$ cat config.mk
export PLATFORM = sky130hd
export DESIGN_NAME = memord_buf
export DESIGN_NICKNAME = d
export VERILOG_FILES = /design/src/rtl/memord_pkg.sv /design/src/rtl/memord_sq.sv /design/src/rtl/memord_lq.sv /design/src/rtl/memord_buf.sv
export SDC_FILE = /design/constraint.sdc
export NUM_CORES = 1
export LEC_CHECK = 0
export BUFFER_PORTS_ARGS = -buffer_cell sky130_fd_sc_hd__buf_2
export CELL_PAD_IN_SITES_DETAIL_PLACEMENT = 0
export CELL_PAD_IN_SITES_GLOBAL_PLACEMENT = 1
export CORE_ASPECT_RATIO = 1.5
export CORE_MARGIN = 2
export CORE_UTILIZATION = 50
export DETAILED_ROUTE_END_ITERATION = 7
export GPL_TIMING_DRIVEN = 0
export PLACE_DENSITY = 0.79
export SLEW_MARGIN = 0
export SYNTH_ARGS = -nofsm -noshare
export SYNTH_HDL_FRONTEND = slang
export SYNTH_SLANG_ARGS = --single-unit
export TNS_END_PERCENT = 20
$ cat constraint.sdc
create_clock -name clk -period 6.58 [get_ports clk]
set_input_delay 0.329 -clock clk [delete_from_list [all_inputs] [get_ports clk]]
set_output_delay 0.329 -clock clk [all_outputs]
set_load 0.01 [all_outputs]
$ cat src/rtl/memord_pkg.sv
// Shared types for the load/store ordering buffer.
package memord_pkg;
    // Life cycle of one load-queue slot.
    typedef enum logic [1:0] {
        LS_FREE = 2'd0,
        LS_WAIT = 2'd1,
        LS_SENT = 2'd2,
        LS_DONE = 2'd3
    } ld_state_e;
endpackage

$ cat src/rtl/memord_sq.sv
// Store queue: circular buffer of stores that dispatch strictly in order.
// Pointers count 0..2*DEPTH-1, so the upper half acts as the wrap bit.
// Assumes: the parent gates alloc_en with !full and grant with cand.
module memord_sq #(
    parameter int DEPTH = 12,
    localparam int PW = $clog2(2 * DEPTH),
    localparam int IW = $clog2(DEPTH)
) (
    input  logic          clk,
    input  logic          rst_n,
    input  logic          alloc_en,
    output logic          full,
    output logic [PW-1:0] tail_ptr,
    output logic [IW-1:0] tail_idx,
    output logic [PW-1:0] disp_ptr,
    output logic [IW-1:0] disp_idx,
    output logic          cand,
    input  logic          grant,
    input  logic          cmp_en,
    input  logic [IW-1:0] cmp_idx,
    input  logic          ret_en
);
    logic [PW-1:0]    head_q, tail_q, disp_q;
    logic [DEPTH-1:0] done_q;
    logic             head_ok;

    function automatic logic [PW-1:0] ptr_inc(input logic [PW-1:0] p);
        if (p == PW'(2 * DEPTH - 1)) return '0;
        return p + 1'b1;
    endfunction

    function automatic logic [IW-1:0] ptr_idx(input logic [PW-1:0] p);
        if (p >= PW'(DEPTH)) return IW'(p - PW'(DEPTH));
        return IW'(p);
    endfunction

    function automatic logic [PW-1:0] ptr_dist(input logic [PW-1:0] a, input logic [PW-1:0] b);
        logic [PW:0] t;
        t = {1'b0, a} + (PW+1)'(2 * DEPTH) - {1'b0, b};
        if (t >= (PW+1)'(2 * DEPTH)) t = t - (PW+1)'(2 * DEPTH);
        return t[PW-1:0];
    endfunction

    // Status derived from the pointers.
    always_comb begin
        full     = (ptr_dist(tail_q, head_q) == PW'(DEPTH));
        cand     = (disp_q != tail_q);
        head_ok  = (head_q != disp_q) && done_q[ptr_idx(head_q)];
        tail_ptr = tail_q;
        tail_idx = ptr_idx(tail_q);
        disp_ptr = disp_q;
        disp_idx = ptr_idx(disp_q);
    end

    // Pointer and completion-flag update.
    always_ff @(posedge clk) begin
        if (!rst_n) begin
            head_q <= '0;
            tail_q <= '0;
            disp_q <= '0;
            done_q <= '0;
        end else begin
            if (alloc_en) begin
                done_q[ptr_idx(tail_q)] <= 1'b0;
                tail_q <= ptr_inc(tail_q);
            end
            if (grant) disp_q <= ptr_inc(disp_q);
            if (cmp_en) done_q[cmp_idx] <= 1'b1;
            if (ret_en && head_ok) head_q <= ptr_inc(head_q);
        end
    end

    // the parent never pushes into a full store queue.
    p_no_overflow_r2: assert property (@(posedge clk) disable iff (!rst_n)
        full |-> !alloc_en);
    // the in-order dispatch pointer stays between head and tail across wraps.
    p_disp_bound_r10: assert property (@(posedge clk) disable iff (!rst_n)
        ptr_dist(disp_q, head_q) <= ptr_dist(tail_q, head_q));
endmodule

$ cat src/rtl/memord_lq.sv
// Load queue: each slot keeps its color (the store pointer at allocation)
// and a replay flag. It picks the oldest eligible load and reports whether
// a pending load still holds back the next in-order store.
// Assumes: the parent gates alloc_en with !full and grant with cand.
module memord_lq
    import memord_pkg::*;
#(
    parameter int DEPTH = 16,
    parameter int SPW   = 5,
    localparam int PW = $clog2(2 * DEPTH),
    localparam int IW = $clog2(DEPTH)
) (
    input  logic           clk,
    input  logic           rst_n,
    input  logic           alloc_en,
    input  logic [SPW-1:0] alloc_color,
    output logic           full,
    output logic [IW-1:0]  tail_idx,
    input  logic [SPW-1:0] store_ptr,
    output logic           st_block,
    output logic           cand,
    output logic [IW-1:0]  cand_idx,
    input  logic           grant,
    input  logic           cmp_en,
    input  logic [IW-1:0]  cmp_idx,
    input  logic           rpl_en,
    input  logic [IW-1:0]  rpl_idx,
    input  logic           ret_en
);
    ld_state_e        state_q [DEPTH];
    logic [SPW-1:0]   color_q [DEPTH];
    logic [DEPTH-1:0] rpl_q;
    logic [DEPTH-1:0] elig, blk;
    logic [PW-1:0]    head_q, tail_q;
    logic [IW-1:0]    head_idx;

    function automatic logic [PW-1:0] ptr_inc(input logic [PW-1:0] p);
        if (p == PW'(2 * DEPTH - 1)) return '0;
        return p + 1'b1;
    endfunction

    function automatic logic [IW-1:0] ptr_idx(input logic [PW-1:0] p);
        if (p >= PW'(DEPTH)) return IW'(p - PW'(DEPTH));
        return IW'(p);
    endfunction

    function automatic logic [PW-1:0] ptr_dist(input logic [PW-1:0] a, input logic [PW-1:0] b);
        logic [PW:0] t;
        t = {1'b0, a} + (PW+1)'(2 * DEPTH) - {1'b0, b};
        if (t >= (PW+1)'(2 * DEPTH)) t = t - (PW+1)'(2 * DEPTH);
        return t[PW-1:0];
    endfunction

    // Per-slot eligibility and store blocking.
    for (genvar i = 0; i < DEPTH; i++) begin : g_slot
        logic color_hit;
        assign color_hit = (color_q[i] == store_ptr);
        assign elig[i]   = (state_q[i] == LS_WAIT) && (rpl_q[i] || color_hit);
        assign blk[i]    = (state_q[i] == LS_WAIT) && !rpl_q[i] && color_hit;
    end

    // Queue status.
    always_comb begin
        head_idx = ptr_idx(head_q);
        tail_idx = ptr_idx(tail_q);
        full     = (ptr_dist(tail_q, head_q) == PW'(DEPTH));
        st_block = |blk;
    end

    // Oldest eligible slot: scan from the youngest end so the last hit is the oldest.
    always_comb begin
        int j;
        cand     = 1'b0;
        cand_idx = '0;
        for (int k = DEPTH - 1; k >= 0; k--) begin
            j = int'(head_idx) + k;
            if (j >= DEPTH) j = j - DEPTH;
            if (elig[j]) begin
                cand     = 1'b1;
                cand_idx = IW'(j);
            end
        end
    end

    // Slot state transitions and pointer moves.
    always_ff @(posedge clk) begin
        if (!rst_n) begin
            for (int i = 0; i < DEPTH; i++) begin
                state_q[i] <= LS_FREE;
                color_q[i] <= '0;
            end
            rpl_q  <= '0;
            head_q <= '0;
            tail_q <= '0;
        end else begin
            if (alloc_en) begin
                state_q[tail_idx] <= LS_WAIT;
                color_q[tail_idx] <= alloc_color;
                rpl_q[tail_idx]   <= 1'b0;
                tail_q <= ptr_inc(tail_q);
            end
            if (grant) state_q[cand_idx] <= LS_SENT;
            if (rpl_en && state_q[rpl_idx] == LS_SENT) begin
                state_q[rpl_idx] <= LS_WAIT;
                rpl_q[rpl_idx]   <= 1'b1;
            end
            if (cmp_en && state_q[cmp_idx] == LS_SENT) state_q[cmp_idx] <= LS_DONE;
            if (ret_en && state_q[head_idx] == LS_DONE) begin
                state_q[head_idx] <= LS_FREE;
                head_q <= ptr_inc(head_q);
            end
        end
    end

    // an accepted replay leaves a dispatchable load in the next cycle.
    p_replay_ready_r8: assert property (@(posedge clk) disable iff (!rst_n)
        (rpl_en && state_q[rpl_idx] == LS_SENT) |=> cand);
    // retiring an unfinished head does not move the head.
    p_retire_hold_r9: assert property (@(posedge clk) disable iff (!rst_n)
        (ret_en && state_q[head_idx] != LS_DONE) |=> $stable(head_q));
endmodule

$ cat src/rtl/memord_buf.sv
// Top of the load/store ordering buffer. Routes allocation, completion and
// replay traffic to the two queues and arbitrates the one dispatch slot.
// The next in-order store wins over loads, and loads go out oldest first.
// Assumes: completions and replays name slots that are really in flight.
module memord_buf #(
    parameter int LQ_DEPTH = 16,
    parameter int SQ_DEPTH = 12,
    localparam int LQ_IW = $clog2(LQ_DEPTH),
    localparam int SQ_IW = $clog2(SQ_DEPTH),
    localparam int IW    = (LQ_IW > SQ_IW) ? LQ_IW : SQ_IW,
    localparam int SPW   = $clog2(2 * SQ_DEPTH)
) (
    input  logic          clk,
    input  logic          rst_n,
    input  logic          alloc_valid,
    input  logic          alloc_is_store,
    output logic          alloc_ready,
    output logic [IW-1:0] alloc_idx,
    output logic          disp_valid,
    output logic          disp_is_store,
    output logic [IW-1:0] disp_idx,
    input  logic          disp_ready,
    input  logic          cmp_valid,
    input  logic          cmp_is_store,
    input  logic [IW-1:0] cmp_idx,
    input  logic          rpl_valid,
    input  logic [IW-1:0] rpl_idx,
    input  logic          ret_load,
    input  logic          ret_store
);
    logic             sq_full, sq_cand, st_take, st_grant, ld_grant;
    logic [SPW-1:0]   sq_tail_ptr, sq_disp_ptr;
    logic [SQ_IW-1:0] sq_tail_idx, sq_disp_idx;
    logic             lq_full, lq_cand, ld_block;
    logic [LQ_IW-1:0] lq_tail_idx, lq_cand_idx;
    logic             st_alloc, ld_alloc;

    // Allocation routing and back-pressure.
    always_comb begin
        alloc_ready = alloc_is_store ? !sq_full : !lq_full;
        alloc_idx   = alloc_is_store ? IW'(sq_tail_idx) : IW'(lq_tail_idx);
        st_alloc    = alloc_valid && alloc_is_store && !sq_full;
        ld_alloc    = alloc_valid && !alloc_is_store && !lq_full;
    end

    // Dispatch arbitration: the in-order store first, otherwise the oldest load.
    always_comb begin
        st_take       = sq_cand && !ld_block;
        disp_valid    = st_take || lq_cand;
        disp_is_store = st_take;
        disp_idx      = st_take ? IW'(sq_disp_idx) : IW'(lq_cand_idx);
        st_grant      = st_take && disp_ready;
        ld_grant      = !st_take && lq_cand && disp_ready;
    end

    memord_sq #(.DEPTH(SQ_DEPTH)) u_sq (
        .clk      (clk),
        .rst_n    (rst_n),
        .alloc_en (st_alloc),
        .full     (sq_full),
        .tail_ptr (sq_tail_ptr),
        .tail_idx (sq_tail_idx),
        .disp_ptr (sq_disp_ptr),
        .disp_idx (sq_disp_idx),
        .cand     (sq_cand),
        .grant    (st_grant),
        .cmp_en   (cmp_valid && cmp_is_store),
        .cmp_idx  (SQ_IW'(cmp_idx)),
        .ret_en   (ret_store)
    );

    memord_lq #(.DEPTH(LQ_DEPTH), .SPW(SPW)) u_lq (
        .clk         (clk),
        .rst_n       (rst_n),
        .alloc_en    (ld_alloc),
        .alloc_color (sq_tail_ptr),
        .full        (lq_full),
        .tail_idx    (lq_tail_idx),
        .store_ptr   (sq_disp_ptr),
        .st_block    (ld_block),
        .cand        (lq_cand),
        .cand_idx    (lq_cand_idx),
        .grant       (ld_grant),
        .cmp_en      (cmp_valid && !cmp_is_store),
        .cmp_idx     (LQ_IW'(cmp_idx)),
        .rpl_en      (rpl_valid),
        .rpl_idx     (LQ_IW'(rpl_idx)),
        .ret_en      (ret_load)
    );

    // a stalled offer stays unchanged while nothing new arrives.
    p_hold_offer_r7: assert property (@(posedge clk) disable iff (!rst_n)
        (disp_valid && !disp_ready && !alloc_valid && !rpl_valid)
        |=> (disp_valid && $stable(disp_is_store) && $stable(disp_idx)));
endmodule

==> summary.md <==
| Metric | Value |
|---|---|
| Detail Route Antenna Nets | `0` |
| Gpl congestion | `1.08` |
| # rows | `74` |
| Fillers | `2621` |
| DP Cell Count | `1973` |
| Number of flops mapped to enable cells by yosys | `80` |
| H-tree Lvls | `4` |
| Post-synth top area cell | `edfxtp_1` |
| Synth Register Bits | `165` |
| CTS Buffer Depth | `2` |
| Fmax | `153 MHz` |
| First-pass GRT wire length | `86900 µm` |
| Layout Cells excl Fill | `2007` |
| Post-synthesis cell count | `1608` |
| Initial antenna violation count | `4` |
| CP Data Required Time | `6.25 ns` |
| Power Dens Cells | `176 nW/µm²` |
| Mapped cell area | `13800 µm²` |
| CTS Root Cell | `clkbuf_16` |
| Setup violations, final | `0` |
| Status | `finished, final reports clean` |
| Synth cell types | `112` |
| Placeable Area | `27200 µm²` |
| Synthesized Nets | `1675` |
| Type of origin of the critical path | `register` |
| Pin count of the biggest net entering global routing | `17` |
| Clock skew | `0.0133 ns` |
| Total CTS buffers | `17` |
| Synth top area cells | `edfxtp_1 17%, dfxtp_1 12%, xnor2_1 6.3%` |
| DIE AREA | `29000 µm²` |
| Critical path's top delay family | `simple AND/OR/NAND/NOR gates` |
| Overflow after GRT | `0` |
| Worst Path Max Fanout | `12` |
| CP arrival | `6.19 ns` |
| DRT Wirelength | `58500 µm` |
| Fin. Hold Viols | `0` |
| Max Cap Viol | `0` |
| Top FF cell, synth | `dfxtp_1` |
| Period utilisation layout | `99.1%` |
| Residual DRC count | `0` |
| Vias per cell | `6.73` |
| DP Area | `14300 µm²` |
| Most frequent cell on the critical path | `clkbuf_2` |
| Syn avg cell area | `8.58 µm²` |
| WP buf/inv | `7` |
| Post-synth ARST share | `0%` |
| Ports | `29` |
| Post-layout util | `55.1%` |
| Final-stage net count | `1718` |
| Chip Height | `207 µm` |
| LEAKAGE | `0.00533 µW` |
| Hold Crit Class | `input port to register` |
| Commonest cells after routing, fill and taps aside | `173 x nand2_1, 115 x nor3_1, 99 x xnor2_1` |
| Die width | `140 µm` |
| Fin crit period | `6.52 ns` |
| CTS tree | `yes` |
| Peak supply drop | `0.000267 V` |
| Slowest CP cell | `a22oi_1` |
| Final design area excluding fillers | `15000 µm²` |
| Critical Path Sink Type | `primary output` |
| Clock-pin slew on the worst setup and hold paths | `0.07 ns` |
| Layout cell share with drive strength beyond 1 | `10.9%` |
| CTS sink cnt | `165` |
| HPWL Detailed | `45500 µm` |
| Sequential share of the synthesized area | `29.8%` |
| Rel. slew slack | `7.86%` |
| GRT Total Usage | `40.6%` |
| Total number of vias | `13514` |
| Yosys top cell area share | `17.4%` |
| Worst Max-Slew Pin Slew | `1.37 ns` |
| Critical path, cell by cell | `clkbuf_8 > inv_1 > clkbuf_2 > ha_2 > inv_1 > nor2_1 > o211ai_1 > and4_1 > a22oi_1 > o2111ai_1 > or4_1 > a21oi_1 > o21ai_0 > clkbuf_2 > clkbuf_2 > nor2_1 > a21oi_1 > buf_2` |
| Most common cell after layout, fill and taps aside | `nand2_1` |
| Vias in the first global route | `13365` |
| Final Slew Violations | `0` |
| PortBufs | `23` |
| Power, Total | `2650 µW` |
| Wire length per cell | `29.2 µm` |
| RSZ-0062 raised after global routing | `false` |
| Initial Util | `50.7%` |
| Clock Latency Late Sink | `0.46 ns` |
| Syn. warnings | `0` |
| CP Class | `register to primary output` |
| Pre-antenna DRT Iters | `5` |
| Syn-to-layout area delta | `8.86%` |
| Slowest stage delay, CP | `0.64 ns` |
| Iteration-0 DRC Markers | `1292` |
[cells in the mapped netlist, drive strengths merged, types with 13 or more instances]
cell type / count
nand2: 175
nor3: 115
xnor2: 103
o21ai: 99
nor2: 94
dfxtp: 85
edfxtp: 80
a21oi: 75
clkbuf: 71
inv: 55
ha: 47
o211ai: 45
nor2b: 37
nand3: 35
and2: 30
mux2i: 28
o21a: 28
nand4: 27
buf: 23
a21boi: 22
and3: 19
a22oi: 16
nand3b: 16
a211oi: 14
mux4: 14
a21o: 13
xor2: 13
[path summary, 6_finish.rpt]
path                        from                  end  slack [ns]  cells after the start
setup reg to reg  u_lq.head_q[0]  u_lq.state_q[10][1]        0.43                     16
hold reg to reg    u_lq.rpl_q[4]        u_lq.rpl_q[4]        0.46                      2
setup / recovery  u_lq.head_q[0]          disp_idx[2]        0.06                     18
hold / removal          ret_load       u_lq.head_q[3]        0.22                      3
[registers in the layout, indices dropped and copies added, names as in the netlist]
| register | count |
|---|---|
| u_lq.color_q | 80 |
| u_sq.disp_ptr | 5 |
| u_sq.tail_ptr | 5 |
| u_lq.tail_q | 5 |
| u_lq.state_q | 32 |
| u_sq.head_q | 5 |
| u_sq.done_q | 12 |
| u_lq.rpl_q | 16 |
| u_lq.head_q | 5 |
[worst min-delay path, delay by kind of cell]
kind / cells / cell delay [ns]
AO/OA/AOI/OAI: 2 / 0.21
buffers and inverters: 1 / 0.09
[logic make-up (layout without fill, tap and decap cells)]
kind of cell	count (synthesis)	count (layout)	synth area share, %
buffers and inverters	156	212	6.15
muxes	48	48	4.81
DFF	165	165	29.8
adders and majority gates	49	49	4.55
xor gates and xnor gates	116	116	7.75
and+or+nand+nor	636	636	24.4
AOI/OAI and AO/OA	438	438	22.6
other	0	1	0
[layout make-up]
class	count	area [µm²]	area share (%)
antenna	1	2.50	0.0167
buffer	92	614	4.09
clock buffer	18	429	2.86
clock inverter	14	165	1.10
inverter	62	234	1.56
multi-input combinational	1287	8900	59.3
sequential	165	4110	27.3
tap	342	428	2.85
timing repair buffer	26	138	0.917
[per-layer routing]
metal  wire (µm)  part of all wire [%]  up-vias  global-route usage [%]
li1            -                     -     6082                       -
met1       20300                    35     6441                    44.3
met2       27600                    47      720                    66.6
met3        4470                   7.6      267                    8.84
met4        6030                    10        4                    34.4
met5          31                 0.053        -                       0
[timing repair]
action | in CTS | in global routing
hold buffers | 0 | 0
buffers inserted | 1 | 2
endpoints found under the setup margin | 37 | 6
resized for setup | 10 | 8
pin swaps | 1 | 1
[metrics by stage]
| stage | setup TNS [ns] | setup WS, ns | hold slack [ns] |
|---|---|---|---|
| floorplan | 0 | 1.84 | 0.432 |
| global placement | -17.43 | -0.809 | 0.448 |
| detailed placement | -16.82 | -0.789 | 0.448 |
| CTS | -0.0309 | -0.0309 | 0.211 |
| global route | 0 | 0.0559 | 0.234 |
| finish | 0 | 0.0579 | 0.219 |
[report_power, final]
part           internal (µW)  switching, µW  leakage [µW]  total, µW
Combinational            167            313       0.00353        480
Clock                    571            474      0.000285       1040
Sequential              1100           22.0       0.00151       1120
No activity file was read; power rests on OpenSTA's default activity.
